$ cat config.mk
export PLATFORM = sky130hd
export DESIGN_NAME = zc_unit
export DESIGN_NICKNAME = d
export VERILOG_FILES = /design/src/rtl/zc_pkg.sv /design/src/rtl/zc_field_decode.sv /design/src/rtl/zc_fp_classify.sv /design/src/rtl/zc_flag_select.sv /design/src/rtl/zc_unit.sv
export SDC_FILE = /design/constraint.sdc
export NUM_CORES = 1
export LEC_CHECK = 0
export BUFFER_PORTS_ARGS = -buffer_cell sky130_fd_sc_hd__buf_2
export CORE_AREA = 2 2 39 41
export DETAILED_ROUTE_END_ITERATION = 16
export DIE_AREA = 0 0 41 43
export GPL_ROUTABILITY_DRIVEN = 0
export PLACE_DENSITY = 0.81
export REMOVE_ABC_BUFFERS = 1
export SLEW_MARGIN = 30
export SYNTH_ARGS = -nofsm -noshare
export SYNTH_HDL_FRONTEND = slang
export SYNTH_SLANG_ARGS = --single-unit
$ cat constraint.sdc
create_clock -name vclk -period 2.3
set_clock_uncertainty 0.05 [all_clocks]
set_input_delay 0.115 -clock vclk [all_inputs]
set_output_delay 0.115 -clock vclk [all_outputs]
set_load 0.01 [all_outputs]
$ cat src/rtl/zc_pkg.sv
package zc_pkg;

    typedef enum logic [1:0] {
        MODE_SINT = 2'b00,
        MODE_UINT = 2'b01,
        MODE_DBL  = 2'b10,
        MODE_RSV  = 2'b11
    } zc_mode_e;

    typedef enum logic [3:0] {
        CLS_POS_ZERO,
        CLS_NEG_ZERO,
        CLS_POS_SUB,
        CLS_NEG_SUB,
        CLS_POS_NORM,
        CLS_NEG_NORM,
        CLS_POS_INF,
        CLS_NEG_INF,
        CLS_QNAN,
        CLS_SNAN
    } zc_class_e;

    typedef struct packed {
        logic sign;
        logic exp_zero;
        logic exp_ones;
        logic frac_zero;
        logic frac_msb;
    } zc_terms_t;

    typedef struct packed {
        logic eq;
        logic lt;
        logic gt;
        logic unord;
    } zc_flags_t;

endpackage

$ cat src/rtl/zc_field_decode.sv
module zc_field_decode
    import zc_pkg::*;
#(
    parameter int EXP_W  = 11,
    parameter int FRAC_W = 52,
    localparam int DATA_W = 1 + EXP_W + FRAC_W
) (
    input  logic [DATA_W-1:0] i_value,
    output zc_terms_t         o_terms
);
    logic [EXP_W-1:0]  exp_field;
    logic [FRAC_W-1:0] frac_field;

    assign exp_field  = i_value[DATA_W-2 -: EXP_W];
    assign frac_field = i_value[FRAC_W-1:0];

    always_comb begin
        o_terms.sign      = i_value[DATA_W-1];
        o_terms.exp_zero  = ~|exp_field;
        o_terms.exp_ones  = &exp_field;
        o_terms.frac_zero = ~|frac_field;
        o_terms.frac_msb  = frac_field[FRAC_W-1];
    end
endmodule

$ cat src/rtl/zc_fp_classify.sv
module zc_fp_classify
    import zc_pkg::*;
(
    input  zc_terms_t i_terms,
    output zc_class_e o_class
);
    always_comb begin
        unique case ({i_terms.exp_ones, i_terms.exp_zero, i_terms.frac_zero})
            3'b011:  o_class = i_terms.sign ? CLS_NEG_ZERO : CLS_POS_ZERO;
            3'b010:  o_class = i_terms.sign ? CLS_NEG_SUB  : CLS_POS_SUB;
            3'b101:  o_class = i_terms.sign ? CLS_NEG_INF  : CLS_POS_INF;
            3'b100:  o_class = i_terms.frac_msb ? CLS_QNAN : CLS_SNAN;
            default: o_class = i_terms.sign ? CLS_NEG_NORM : CLS_POS_NORM;
        endcase
    end
endmodule

$ cat src/rtl/zc_flag_select.sv
module zc_flag_select
    import zc_pkg::*;
(
    input  zc_mode_e  i_mode,
    input  zc_terms_t i_terms,
    input  zc_class_e i_class,
    output zc_flags_t o_flags
);
    zc_flags_t int_flags;
    zc_flags_t uns_flags;
    zc_flags_t dbl_flags;
    logic      all_zero;

    // whole word zero reuses the field terms plus the sign bit
    assign all_zero = i_terms.exp_zero & i_terms.frac_zero & ~i_terms.sign;

    always_comb begin
        int_flags = '{eq: all_zero, lt: i_terms.sign,
                      gt: ~i_terms.sign & ~all_zero, unord: 1'b0};
        uns_flags = '{eq: all_zero, lt: 1'b0, gt: ~all_zero, unord: 1'b0};
    end

    always_comb begin
        dbl_flags = '0;
        unique case (i_class)
            CLS_POS_ZERO, CLS_NEG_ZERO:              dbl_flags.eq    = 1'b1;
            CLS_NEG_SUB, CLS_NEG_NORM, CLS_NEG_INF:  dbl_flags.lt    = 1'b1;
            CLS_POS_SUB, CLS_POS_NORM, CLS_POS_INF:  dbl_flags.gt    = 1'b1;
            CLS_QNAN, CLS_SNAN:                      dbl_flags.unord = 1'b1;
            default:                                 dbl_flags       = '0;
        endcase
    end

    always_comb begin
        unique case (i_mode)
            MODE_SINT: o_flags = int_flags;
            MODE_UINT: o_flags = uns_flags;
            MODE_DBL:  o_flags = dbl_flags;
            default:   o_flags = '0;
        endcase
    end
endmodule

$ cat src/rtl/zc_unit.sv
module zc_unit
    import zc_pkg::*;
#(
    parameter int EXP_W  = 11,
    parameter int FRAC_W = 52,
    localparam int DATA_W = 1 + EXP_W + FRAC_W
) (
    input  logic [DATA_W-1:0] i_operand,
    input  logic [1:0]        i_mode,
    output logic              o_eq,
    output logic              o_lt,
    output logic              o_gt,
    output logic              o_unord
);
    zc_terms_t terms;
    zc_class_e fp_class;
    zc_flags_t flags;

    zc_field_decode #(.EXP_W(EXP_W), .FRAC_W(FRAC_W)) u_decode (
        .i_value (i_operand),
        .o_terms (terms)
    );

    zc_fp_classify u_classify (
        .i_terms (terms),
        .o_class (fp_class)
    );

    zc_flag_select u_select (
        .i_mode  (zc_mode_e'(i_mode)),
        .i_terms (terms),
        .i_class (fp_class),
        .o_flags (flags)
    );

    assign o_eq    = flags.eq;
    assign o_lt    = flags.lt;
    assign o_gt    = flags.gt;
    assign o_unord = flags.unord;
endmodule

; Word level (Yosys, flattened, before mapping)
; Index checks and enable logic that the tools add are counted.
; Widths: inputs -> output; s select.
[totals]
ff_bits = 0
inputBits = 66
word_cells = 42
[classes]
eq_ne = 15
mux = 11
bitwise = 5
n_reduce_logical = 11
[ops]
columns = op, count
row1 = $reduce_or 52->1, 1
row2 = $eq 4x3->1 const B, 4
row3 = $pmux 4 s4, 1
row4 = $pmux 4 s3, 1
row5 = $reduce_and 11->1, 1
row6 = $reduce_or 11->1, 1
row7 = $mux 1, 9
row8 = $eq 4x2->1 const B, 2
row9 = $eq 4x4->1 const B, 2
row10 = $eq 3x2->1 const B, 2
row11 = $eq 3x3->1 const B, 2
row12 = $reduce_or 3->1, 2
row13 = $eq 4x1->1 const B, 1
row14 = $logic_not 4->1, 1
row15 = $reduce_or 2->1, 2
row16 = $and 1x1->1, 3
row17 = $eq 2x1->1 const B, 1
row18 = $eq 2x2->1 const B, 1
row19 = $logic_not 1->1, 2
row20 = $logic_not 2->1, 1
row21 = $not 1->1, 2

; Depth between registers and ports, before layout
[depth]
ltp_word = 8
mapped_depth = 5

; Cells and area by module
; Synthesis repeated with hierarchy kept, for this count alone.
[unflattened]
cells_unflattened = 48
hier_area_um2 = 329.1
[modules_own_cells]
columns = module, instances, cells_per_inst, area_each_um2
row1 = zc_field_decode, 1, 28, 181.4
row2 = zc_flag_select, 1, 12, 90.1
row3 = zc_fp_classify, 1, 8, 57.6

; Least setup slack after synthesis
; Ideal clock, no wire load.
[synth_timing]
path_type = input port to output port
start = in i_operand[27]
end = out o_eq
t_arrival_ps = 1242
setup_slack_ps = 893
stages = 5
path_buffers = 0
cell_sequence = nor4_1 > nand4_1 > nor4_2 > nand4_1 > a211oi_1
[synth_via]
elab_chain_cells = 8
word_cells_on_any_way = 14
[synth_rtl]
columns = element, line_no
row1 = from (decl), zc_unit.sv:8  ; input logic [DATA_W-1:0] i_operand,
row2 = $reduce_or 52->1 (*), zc_field_decode.sv:21  ; o_terms.frac_zero = ~|frac_field;
row3 = $logic_not 1->1 (*), zc_field_decode.sv:21
row4 = $eq 3x3->1 / $eq 3x2->1 (equally long branches), zc_fp_classify.sv:8  ; unique case ({i_terms.exp_ones, i_terms.exp_zero, i_terms.frac_zero})
row5 = $pmux 4 s4, zc_fp_classify.sv:8
row6 = $eq 4x1->1 / $logic_not 4->1 (equally long branches), zc_flag_select.sv:25  ; unique case (i_class)
row7 = $reduce_or 2->1, zc_flag_select.sv:25
row8 = $mux 1, zc_flag_select.sv:25
row9 = $pmux 4 s3 (*), zc_flag_select.sv:35  ; unique case (i_mode)
row10 = to (decl), zc_unit.sv:10  ; output logic o_eq,
; Every way passes the cells marked *; elsewhere a longest branch is shown, timed or not.

; Worst setup path in the final report
[layout_timing]
start = in i_operand[21]
end = out o_eq
; The elaborated chain is that of the path after synthesis.

==> results.json <==
{
  "grt_pass1_vias": 536,
  "status": "complete, no violations",
  "via_per_inst": 4.75,
  "power-per-cell-area_nw_per_um2": 124,
  "slew_violations": 0,
  "synth_cells": 34,
  "first_pass_grt_wire_length_mm": 1.81,
  "layout.cells.most_common": "buf_2",
  "layout.cells.most_common_list": "70 x buf_2, 15 x nor4_1, 6 x nand4_1",
  "finalWorstPathRequiredPeriod_ns": 1.71,
  "whs_ns": 0.437,
  "timing.critical_path.arrival_ns": 1.55,
  "port_buffers": 70,
  "post-cts-setup-buffer-count": 0,
  "cp_slowest_stage_delay_ns": 0.31,
  "detailedRoute.firstIterationViolations": 5,
  "pin_count": 70,
  "grt_remaining_overflow": 0,
  "diodes": 0,
  "clock_buffers": 0,
  "chipWidth_um": 41,
  "drt_pre_antenna_iters": 4,
  "yosys.area.top_type": "nor4_1",
  "cts_hold_repair.buffers": 0,
  "start_util": 0.157,
  "peakVddDrop_mv": 0.0586,
  "worstSetupStartpointType": "primary input",
  "drive_gt1_frac": 0.692,
  "cp_max_fo": 3,
  "placementRows": 14,
  "finalWorstSetupSlack_ns": 0.588,
  "post_synth.cell_area_avg_um2": 6.40,
  "cp_slowest_cell": "nor4_2",
  "final_hold_viol_count": 0,
  "max_cap_viol_count": 0,
  "number_of_antenna_violations_at_the_first_check_in_global_routing": 0,
  "cts.repair.resized": 0,
  "finish.instance_area_um2": 588,
  "crit_chain": "buf_2, nor4_1, nand4_1, nor4_2, nand4_1, a211oi_1, buf_2",
  "critPathTopFamily": "simple AND/OR/NAND/NOR gates",
  "grt_setup_unrepaired": "no",
  "ant_nets": 0,
  "die_height_um": 43,
  "groute.usage.overall": 0.135,
  "multi_input_comb_area_um2": 214,
  "synth.cell_area_um2": 218,
  "design.seq.count": 0,
  "fin_nets": 172,
  "setup.worst_path.end_class": "primary output",
  "synth_top_area_frac": 0.431,
  "worst_min_path_class": "in2out",
  "synth_cell_type_count": 13,
  "post-route-drc-count": 0,
  "synth_area_leaders": "nor4_1 43%, nand4_1 17%, o211a_1 9.2%, nor4_2 5.7%, or4_2 4.0%",
  "num_vias": 570,
  "design.core.area_um2": 1380,
  "slew_headroom": 0.810,
  "synth.yosys.warnings": 0,
  "fmax_mhz": 584,
  "required_time_worst_endpoint_ns": 2.13,
  "fillerInstances": 156,
  "setup.worst_path.class": "in2out",
  "postPlaceCellArea_um2": 588,
  "synth_sequential_area_ratio": 0,
  "total_leakage_power_nw": 0.322,
  "wl_per_cell_um": 10.3,
  "report.final.setup_viol": 0,
  "grt_max_degree": 4,
  "fin_crit_sh": 0.744,
  "full_die_area_um2": 1760,
  "detail_route.wirelength_mm": 1.24,
  "area.growth.synth_to_final_pct": 170,
  "register_area_um2": 0,
  "worstMarginPinSlew_ns": 0.282,
  "crit_buf_inv": 2,
  "setup_total_negative_slack_ns": 0,
  "pre_cts_slack_ns": 0.557
}
[report_power, final]
part	switching, W	internal, W
registers	0	0
clock network	0	0
logic	0.0000260	0.0000472
total	0.0000260	0.0000472
[tightest hold or removal path: cells and delay by family]
kind                   cells  cell delay, ns
AND/OR/NAND/NOR            1            0.04
buffers and inverters      2            0.22
[area by class of cell]
cell class         count  share of cell area
multi-input cells     33               0.364
repair buffers        70               0.596
inverters              1             0.00638
well taps             16              0.0340
[final timing paths]
check                    startpoint       to  slack, ns  cells past startpoint
worst max-delay path  i_operand[21]     o_eq       0.59                      7
worst min-delay path      i_mode[0]  o_unord       0.44                      3
[stage by stage]
step / std cells / util / total power, W
2_1_floorplan: 34 / - / 0.0000120
3_3_place_gp: 120 / 0.425 / 0.0000710
3_5_place_dp: 120 / 0.425 / 0.0000734
4_1_cts: 120 / 0.425 / 0.0000736
5_1_grt: 120 / 0.425 / 0.0000819
6_report: 120 / 0.425 / 0.0000732
[routing by layer]
metal | GRT usage | vias up | wire, um
li1 | - | 295 | -
met1 | 0.123 | 252 | 411
met2 | 0.291 | 23 | 723
met3 | 0.00524 | 0 | 102
met4 | 0.0133 | 0 | 0
met5 | 0 | - | 0
[cells in the mapped netlist]
| cell type | instances |
|---|---|
| nor4_2 | 1 |
| nor2b_1 | 1 |
| nand3_1 | 1 |
| a211oi_1 | 1 |
| nand2_1 | 1 |
| and2_1 | 1 |
| nor3_1 | 1 |
| o211a_1 | 2 |
| inv_1 | 1 |
| or4_2 | 1 |
| nor4_1 | 15 |
| nand4_1 | 6 |
| nor2_1 | 2 |
[kinds of logic after synthesis]
logic type             count (synthesis)  share of synthesized area
AND/OR/NAND/NOR                       30                      0.856
AO/OA/AOI/OAI                          3                      0.126
buffers and inverters                  1                     0.0172
(Power assumes the default switching activity.)
